==> config.mk <==
export PLATFORM = sky130hd
export DESIGN_NAME = tick_timer
export DESIGN_NICKNAME = d
export VERILOG_FILES = /design/src/rtl/tick_timer_pkg.sv /design/src/rtl/tick_timer_prescale.sv /design/src/rtl/tick_timer_div.sv /design/src/rtl/tick_timer_cnt.sv /design/src/rtl/tick_timer.sv
export SDC_FILE = /design/constraint.sdc
export NUM_CORES = 1
export LEC_CHECK = 0
export CAP_MARGIN = 5
export CORE_ASPECT_RATIO = 1.4
export CORE_MARGIN = 1
export CORE_UTILIZATION = 50
export DETAILED_ROUTE_END_ITERATION = 12
export PLACE_DENSITY = 0.84
export SYNTH_ARGS = -nofsm -noshare
export SYNTH_HDL_FRONTEND = slang
export SYNTH_SLANG_ARGS = --single-unit
==> constraint.sdc <==
create_clock -name clk_i -period 1.9 [get_ports clk_i]
set_input_delay 0.38 -clock clk_i [delete_from_list [all_inputs] [get_ports clk_i]]
set_output_delay 0.38 -clock clk_i [all_outputs]
set_load 0.03 [all_outputs]
==> src/rtl/tick_timer_pkg.sv <==
package tick_timer_pkg;
  localparam int PRE_W   = 10;  // prescaler bits, slowest period 2**PRE_W
  localparam int N_RATE  = 4;
  localparam int DIV_TAP = 8;   // divider period 2**DIV_TAP base clocks

  typedef enum logic [1:0] {
    SEL_DIV = 2'd0,
    SEL_CNT = 2'd1,
    SEL_MOD = 2'd2,
    SEL_CTL = 2'd3
  } reg_sel_e;

  // rate code -> prescaler carry bit (period = 2**tap)
  function automatic int rate_tap(input int code);
    case (code)
      0:       return PRE_W;
      1:       return 4;
      2:       return 6;
      default: return 8;
    endcase
  endfunction
endpackage

==> src/rtl/tick_timer_prescale.sv <==
module tick_timer_prescale
  import tick_timer_pkg::*;
#(
  parameter int STEP_LOG2 = 2
) (
  input  logic              clk_i,
  input  logic              rst_ni,
  input  logic              tick_i,
  input  logic              dbl_i,
  input  logic              clr_i,
  output logic [N_RATE-1:0] rate_hit_o,
  output logic              div_hit_o
);
  localparam int SW = PRE_W + 1;
  localparam logic [SW-1:0] STEP_N = SW'(1 << STEP_LOG2);
  localparam logic [SW-1:0] STEP_D = SW'(2 << STEP_LOG2);

  logic [PRE_W-1:0] pre_q;
  logic [SW-1:0]    step;
  logic             adv;

  assign step = dbl_i ? STEP_D : STEP_N;
  assign adv  = tick_i && !clr_i;

  always_ff @(posedge clk_i or negedge rst_ni) begin
    if (!rst_ni)     pre_q <= '0;
    else if (clr_i)  pre_q <= '0;
    else if (tick_i) pre_q <= pre_q + step[PRE_W-1:0];
  end

  // carry into bit TAP: low bits plus step reach 2**TAP
  for (genvar r = 0; r < N_RATE; r++) begin : g_rate
    localparam int TAP = rate_tap(r);
    localparam logic [SW-1:0] MASK = SW'((1 << TAP) - 1);
    localparam logic [SW-1:0] LIM  = SW'(1 << TAP);
    logic [SW-1:0] low;
    assign low           = {1'b0, pre_q} & MASK;
    assign rate_hit_o[r] = adv && ((low + step) >= LIM);
  end

  localparam logic [SW-1:0] DMASK = SW'((1 << DIV_TAP) - 1);
  localparam logic [SW-1:0] DLIM  = SW'(1 << DIV_TAP);
  logic [SW-1:0] dlow;
  assign dlow      = {1'b0, pre_q} & DMASK;
  assign div_hit_o = adv && ((dlow + step) >= DLIM);
endmodule

==> src/rtl/tick_timer_div.sv <==
module tick_timer_div #(
  parameter int DATA_W = 8
) (
  input  logic              clk_i,
  input  logic              rst_ni,
  input  logic              hit_i,
  input  logic              clr_i,
  output logic [DATA_W-1:0] div_o
);
  always_ff @(posedge clk_i or negedge rst_ni) begin
    if (!rst_ni)    div_o <= '0;
    else if (clr_i) div_o <= '0;
    else if (hit_i) div_o <= div_o + 1'b1;
  end
endmodule

==> src/rtl/tick_timer_cnt.sv <==
module tick_timer_cnt #(
  parameter int DATA_W = 8
) (
  input  logic              clk_i,
  input  logic              rst_ni,
  input  logic              inc_i,
  input  logic              wr_cnt_i,
  input  logic              wr_mod_i,
  input  logic [DATA_W-1:0] wdata_i,
  output logic [DATA_W-1:0] cnt_o,
  output logic [DATA_W-1:0] mod_o,
  output logic              irq_o
);
  localparam logic [DATA_W-1:0] TOP = '1;

  logic ovf;
  assign ovf = inc_i && (cnt_o == TOP);

  always_ff @(posedge clk_i or negedge rst_ni) begin
    if (!rst_ni) begin
      cnt_o <= '0;
      mod_o <= '0;
      irq_o <= 1'b0;
    end else begin
      if (wr_cnt_i)   cnt_o <= wdata_i;      // write beats reload
      else if (ovf)   cnt_o <= mod_o;
      else if (inc_i) cnt_o <= cnt_o + 1'b1;
      if (wr_mod_i)   mod_o <= wdata_i;
      irq_o <= ovf && !wr_cnt_i;
    end
  end
endmodule

==> src/rtl/tick_timer.sv <==
module tick_timer
  import tick_timer_pkg::*;
#(
  parameter int DATA_W    = 8,
  parameter int STEP_LOG2 = 2
) (
  input  logic              clk_i,
  input  logic              rst_ni,
  input  logic              tick_i,
  input  logic              dbl_speed_i,
  input  logic              wr_en_i,
  input  logic [1:0]        addr_i,
  input  logic [DATA_W-1:0] wdata_i,
  output logic [DATA_W-1:0] rdata_o,
  output logic              irq_o
);
  localparam int CTL_W = 3;

  logic [CTL_W-1:0]  ctl_w;
  logic [DATA_W-1:0] div_w, cnt_w, mod_w;
  logic [N_RATE-1:0] rate_hit;
  logic              div_hit, wr_div, wr_cnt, wr_mod, wr_ctl, cnt_inc;
  reg_sel_e          sel;

  assign sel    = reg_sel_e'(addr_i);
  assign wr_div = wr_en_i && (sel == SEL_DIV);
  assign wr_cnt = wr_en_i && (sel == SEL_CNT);
  assign wr_mod = wr_en_i && (sel == SEL_MOD);
  assign wr_ctl = wr_en_i && (sel == SEL_CTL);

  always_ff @(posedge clk_i or negedge rst_ni) begin
    if (!rst_ni)     ctl_w <= '0;
    else if (wr_ctl) ctl_w <= wdata_i[CTL_W-1:0];
  end

  tick_timer_prescale #(.STEP_LOG2(STEP_LOG2)) u_pre (
    .clk_i      (clk_i),
    .rst_ni     (rst_ni),
    .tick_i     (tick_i),
    .dbl_i      (dbl_speed_i),
    .clr_i      (wr_div),
    .rate_hit_o (rate_hit),
    .div_hit_o  (div_hit)
  );

  tick_timer_div #(.DATA_W(DATA_W)) u_div (
    .clk_i  (clk_i),
    .rst_ni (rst_ni),
    .hit_i  (div_hit),
    .clr_i  (wr_div),
    .div_o  (div_w)
  );

  assign cnt_inc = ctl_w[2] && rate_hit[ctl_w[1:0]];

  tick_timer_cnt #(.DATA_W(DATA_W)) u_cnt (
    .clk_i    (clk_i),
    .rst_ni   (rst_ni),
    .inc_i    (cnt_inc),
    .wr_cnt_i (wr_cnt),
    .wr_mod_i (wr_mod),
    .wdata_i  (wdata_i),
    .cnt_o    (cnt_w),
    .mod_o    (mod_w),
    .irq_o    (irq_o)
  );

  always_comb begin
    case (sel)
      SEL_DIV: rdata_o = div_w;
      SEL_CNT: rdata_o = cnt_w;
      SEL_MOD: rdata_o = mod_w;
      default: rdata_o = {{(DATA_W-CTL_W){1'b0}}, ctl_w};
    endcase
  end
endmodule

## Word level (Yosys, flattened, before mapping)

Index checks and enable logic that the tools add are counted.

| storage, ports and cells | value |
|---|---|
| bits in registers | 38 |
| input port bits | 15 |
| output and inout port bits | 9 |
| logic and storage cells | 51 |

| operators by class | value |
|---|---|
| $add $sub $neg | 7 |
| $lt $le $gt $ge | 5 |
| equal/unequal tests | 4 |
| mux-type cells | 11 |
| reductions and logical operators | 18 |

Operators by type and width:

| cell | number |
|---|---|
| 8-bit two-way mux | 5 |
| 8-bit case mux with 3 select lines | 1 |
| 10-bit two-way mux | 2 |
| 8-bit by 1-bit adder with 8-bit output, second input constant | 2 |
| 1-bit logical AND | 12 |
| 10-bit by 11-bit adder with 11-bit output | 1 |
| 4-bit by 11-bit adder with 11-bit output | 1 |
| 6-bit by 11-bit adder with 11-bit output | 1 |
| 8-bit by 11-bit adder with 11-bit output | 1 |
| 11-bit greater-or-equal comparator, second input constant | 1 |
| 11-bit by 5-bit greater-or-equal comparator with 1-bit output, second input constant | 1 |
| 11-bit by 7-bit greater-or-equal comparator with 1-bit output, second input constant | 1 |
| 11-bit by 9-bit greater-or-equal comparator with 1-bit output, second input constant | 1 |
| 10-bit adder | 1 |
| 8-bit equality test, second input constant | 1 |
| 2-bit equality test, second input constant | 2 |
| 4-bit two-way mux | 1 |
| 2-bit nonzero test | 2 |
| 2-bit by 3-bit < comparator with 1-bit output, second input constant | 1 |
| 3-bit nonzero test | 1 |
| 1-bit binary-select mux with 2-bit select | 1 |
| 2-bit by 1-bit equality test with 1-bit output, second input constant | 1 |
| 1-bit zero test | 2 |
| 2-bit zero test | 1 |
| 1-bit two-way mux | 1 |

## Longest topological paths before layout

| logic depth | value |
|---|---|
| word-level depth | 11 |
| depth in mapped cells | 10 |
| mapped depth without buffers | 9 |

## Modules after synthesis

From an unflattened synthesis, not the netlist that was laid out.

| second synthesis, totals | value |
|---|---|
| cells, all modules | 193 |
| area, all modules | 2130.8 um^2 |

By module, submodules not included:

| module | instances | cells each | area each (um^2) | seq. area each (um^2) |
|---|---|---|---|---|
| tick_timer_cnt | 1 | 78 | 875.8 | 425.4 |
| tick_timer_prescale | 1 | 49 | 469.2 | 200.2 |
| tick_timer_div | 1 | 37 | 396.6 | 200.2 |
| tick_timer | 1 | 29 | 389.1 | 75.1 |

## Worst setup path before layout

No wires, ideal clock.

| timing path | value |
|---|---|
| path kind | input to register |
| from | input dbl_speed_i |
| to | register u_cnt.cnt_o[3] |
| library setup time | 0.069 ns |
| arrival | 2.079 ns |
| data required time | 1.831 ns |
| setup slack | -0.248 ns |
| cell stages on the path | 10 |
| buffers on the path | 1 |
| cell sequence | inv_1 ha_1 inv_1 fa_1 and2b_1 and3b_1 o221ai_2 buf_6 a2111o_1 nand3_1 |

| between the ends | value |
|---|---|
| word-level cells in the longest chain between the ends | 10 |
| elaborated cells between the ends (all ways) | 20 |
| those cells by class | add/sub: 4; order compare: 4; mux: 5; reduce/logical: 7 |

Ends and longest elaborated chain:

| item | RTL line | text |
|---|---|---|
| start: declaration | tick_timer.sv:10 | `input logic dbl_speed_i,` |
| 4-bit two-way mux (*) | tick_timer_prescale.sv:22 | `assign step = dbl_i ? STEP_D : STEP_N;` |
| 10-bit by 11-bit adder with 11-bit output, or another cell as far along | tick_timer_prescale.sv:38 | `assign rate_hit_o[r] = adv && ((low + step) >= LIM);` |
| 11-bit greater-or-equal comparator, or another cell as far along | tick_timer_prescale.sv:38 |  |
| 1-bit logical AND | tick_timer_prescale.sv:38 |  |
| 1-bit binary-select mux with 2-bit select (*) | tick_timer.sv:54 | `assign cnt_inc = ctl_w[2] && rate_hit[ctl_w[1:0]];` |
| 1-bit two-way mux (implied by the code) (*) | tick_timer.sv:54 |  |
| 1-bit logical AND (*) | tick_timer.sv:54 |  |
| 1-bit logical AND | tick_timer_cnt.sv:17 | `assign ovf = inc_i && (cnt_o == TOP);` |
| 8-bit two-way mux | tick_timer_cnt.sv:26 | `else if (ovf) cnt_o <= mod_o;` |
| 8-bit two-way mux | tick_timer_cnt.sv:25 | `if (wr_cnt_i) cnt_o <= wdata_i;` |
| end signal: assignment | tick_timer_cnt.sv:25 |  |
| end signal: assignment | tick_timer_cnt.sv:26 |  |
| end signal: assignment | tick_timer_cnt.sv:27 | `else if (inc_i) cnt_o <= cnt_o + 1'b1;` |
| end: declaration | tick_timer_cnt.sv:10 | `output logic [DATA_W-1:0] cnt_o,` |

Mark *: on every way between the ends. The rest lies on a longest branch, timed or not. The select of a mux whose other input is x is not followed.
A chain may end at the register's enable or synchronous reset.

## Worst setup path after layout

| timing path | value |
|---|---|
| from | register u_pre.pre_q[2] |
| to | register u_cnt.cnt_o[7] |

| between the ends | value |
|---|---|
| word-level cells in the longest chain between the ends | 9 |
| elaborated cells between the ends (all ways) | 19 |
| those cells by class | add/sub: 4; order compare: 4; mux: 4; reduce/logical: 7 |

Ends and longest elaborated chain:

| item | RTL line | text |
|---|---|---|
| start: declaration | tick_timer_prescale.sv:18 | `logic [PRE_W-1:0] pre_q;` |
| start signal: assignment | tick_timer_prescale.sv:28 | `else if (tick_i) pre_q <= pre_q + step[PRE_W-1:0];` |
| 10-bit by 11-bit adder with 11-bit output, or another cell as far along | tick_timer_prescale.sv:38 |  |
| 11-bit greater-or-equal comparator, or another cell as far along | tick_timer_prescale.sv:38 |  |
| 1-bit logical AND | tick_timer_prescale.sv:38 |  |
| 1-bit binary-select mux with 2-bit select (*) | tick_timer.sv:54 |  |
| 1-bit two-way mux (implied by the code) (*) | tick_timer.sv:54 |  |
| 1-bit logical AND (*) | tick_timer.sv:54 |  |
| 1-bit logical AND | tick_timer_cnt.sv:17 |  |
| 8-bit two-way mux | tick_timer_cnt.sv:26 |  |
| 8-bit two-way mux | tick_timer_cnt.sv:25 |  |

Marked as above.

==> results.cfg <==
[synthesis]
synth-edff-count = 0
syn_nets = 224
synth-main-ff-cell = dfrtp_1
ys_warn_count = 0
synth_top_area_share_pct = 43.3
async_reset_ff_share_pct = 100
synthTopCellsByArea = dfrtp_1 (43%), mux2_2 (6.5%), nand2_1 (4.7%)
yosysSeqAreaShare_pct = 43.3
yosysTopAreaCell = dfrtp_1
ys_seq_elements = 36
netlist_instances = 204
syn_area_um2 = 2080
syn-mean-instance-area_um2 = 10.2
synth_cell_types = 43

[placement]
port_buffers = 23
dpl.hpwl_um = 3680
placed_area_um2 = 2610
dp_cells = 297
gp_congestion = 0.916

[power]
leakagePower_nw = 1.28
powerDensity_nw_per_um2 = 834
power.total_mw = 2.38
irDropWorstVdd_mv = 0.722

[floorplanning]
core_um2 = 3950
die_h_um = 78.3
rows = 27
ioPinCount = 24
initial_core_util_pct = 52.6
dieArea_um2 = 4420
dieWidth_um = 56.5

[global_route]
antenna_found_initial = 0
grt_pass1_wl_um = 8800
grt_remaining_overflow = 0
grt_max_degree = 37
grt_util_all_layers_pct = 25.9
grt_pass1_vias = 1964

[sta]
slew_headroom_pct = 65.9
finalClockSkew_ns = 0.00990
whs_ns = 0.511
grt_setup_unrepaired = true
min_period_ns = 2.17
setup_violations = 15
hold_viol = 0
setup_slack_ns = -0.271
clock.fmax_mhz = 461
tightest_slew_ns = 0.507
fin_crit_sh_pct = 114
drv_slew = 0

[route]
vias = 1912
viasPerCell = 6.17
ant_nets = 0
route.detailed.drc = 0
drt_iter0_markers = 66
totalWireLength_um = 5530
firstDrtPassIters = 4
routedWlPerCell_um = 17.8

[clock_network]
path_clk_slew_ns = 0.08
clockRootBuffer = clkbuf_8
clock_sinks = 36
cts_hold_buf = 0
worstSkewPairLatency_ns = 0.29
clock_tree.buffer_depth = 2
cts_buffers = 5
htreeDepth = 2
cts_tree = yes

[finish]
multi_input_area_um2 = 1240
fin_util_pct = 72.2
layout_common_cells = buf_4 (38), dfrtp_1 (36), nand2_1 (24)
final_common_cell = buf_4
nFillCells = 268
final_cells = 310
ff_latch_area_um2 = 901
syn_to_final_growth_pct = 37.2
drive_gt1_share_pct = 35.2
fin_nets = 287
finish.instance_area_um2 = 2850
antennaDiodeCount = 0

[critical_path]
cp-end-kind = flip-flop
reg2reg_slack_ns = -0.27
start_kind = flip-flop
cp_max_fo = 7
required_ns = 2.08
worstPathArrival_ns = 2.35
worstSetupPathType = flip-flop to flip-flop

[run_status]
status = finished, violations left
failed_checks = setup timing

[worst_hold_path]
min_path_type = primary input to async pin

[run]
max_cap_viol_count = 0
## repair_timing
action,in CTS,in global routing
pin swaps,12,10
endpoints found under the hold margin,0,0
buffers inserted,4,2
setup endpoints to repair,27,22
resized for setup,24,17
## registers in the layout, summed over array words and instances (netlist names)
signal,count
u_cnt.irq_o,1
ctl_w,3
u_pre.pre_q,8
u_cnt.mod_o,8
u_div.div_o,8
u_cnt.cnt_o,8
## per-layer routing
| layer | part of all wire, % | wire [um] | global-route usage [%] |
|---|---|---|---|
| met1 | 38 | 2080 | 28.0 |
| met3 | 4.3 | 239 | 4.94 |
| met4 | 3.1 | 170 | 13.9 |
| met2 | 55 | 3040 | 46.7 |
| met5 | 0 | 0 | 0 |
## worst paths after layout
kind,start,endpoint,depth (start not counted)
hold / removal,rst_ni,u_div.div_o[2]$_DFFE_PN0P_,2
setup / recovery,u_pre.pre_q[2]$_DFFE_PN0N_,u_cnt.cnt_o[7]$_DFFE_PN0P_,9
max in group asynchronous,rst_ni,u_pre.pre_q[5]$_DFFE_PN0N_,2
min in group clk_i,u_cnt.mod_o[6]$_DFFE_PN0P_,u_cnt.mod_o[6]$_DFFE_PN0P_,1
hold reg to reg,u_cnt.mod_o[6]$_DFFE_PN0P_,u_cnt.mod_o[6]$_DFFE_PN0P_,1
setup reg to reg,u_pre.pre_q[2]$_DFFE_PN0N_,u_cnt.cnt_o[7]$_DFFE_PN0P_,9
## logic make-up (layout without fill, tap and decap cells)
kind of cell	Yosys count	in the layout	share of synthesized area, %
fa+ha+maj	5	5	3.37
xor+xnor	14	14	5.90
simple gates	82	82	19.9
buf+inv	12	75	2.83
mux	22	22	13.1
compound gates	33	33	11.6
flops	36	36	43.3
## cell usage after synthesis, drive strengths merged (2+ instances only)
master and n:
nor2b 2, mux2 12, a211o 4, nand2 26
nor3 2, xnor2 8, and4 2, and3 5
ha 4, a21oi 8, nand3b 2, xor2 6
and3b 2, nand3 6, o21ai 9, a31oi 3
dfrtp 36, inv 5, clkbuf 3, nor2 23
nand4 7, mux2i 7, mux4 3, buf 4
## area by class of cell
class                           instances  area share, %
Clock buffer                            5           2.41
Clock inverter                          2          0.439
Inverter                                5           1.23
Multi-Input combinational cell        156           43.4
Sequential cell                        36           31.6
Tap cell                               43           1.89
Timing Repair Buffer                   63           19.0
## stage by stage
stage | worst slack [ns] | TNS (ns)
after floorplan | -0.111 | -0.290
after global placement | -0.779 | -17.29
after detailed placement | -0.851 | -19.05
after CTS | -0.292 | -2.06
after global routing | -0.327 | -3.34
final | -0.271 | -2.37
## power by group
| group | switching (mW) | leakage [nW] | internal [mW] |
|---|---|---|---|
| Clock | 0.282 | 0.0400 | 0.248 |
| Combinational | 0.390 | 0.785 | 0.402 |
| Sequential | 0.157 | 0.457 | 0.901 |
## worst max-delay path: stages (launching register included)
cell      delay (ns)
dfrtp_1         0.41
ha_4            0.17
inv_2           0.03
fa_2            0.34
and2b_1         0.22
and3b_1         0.21
o221ai_4        0.18
buf_6           0.21
a221oi_4        0.19
o31ai_2         0.09
(Power assumes the default switching activity.)
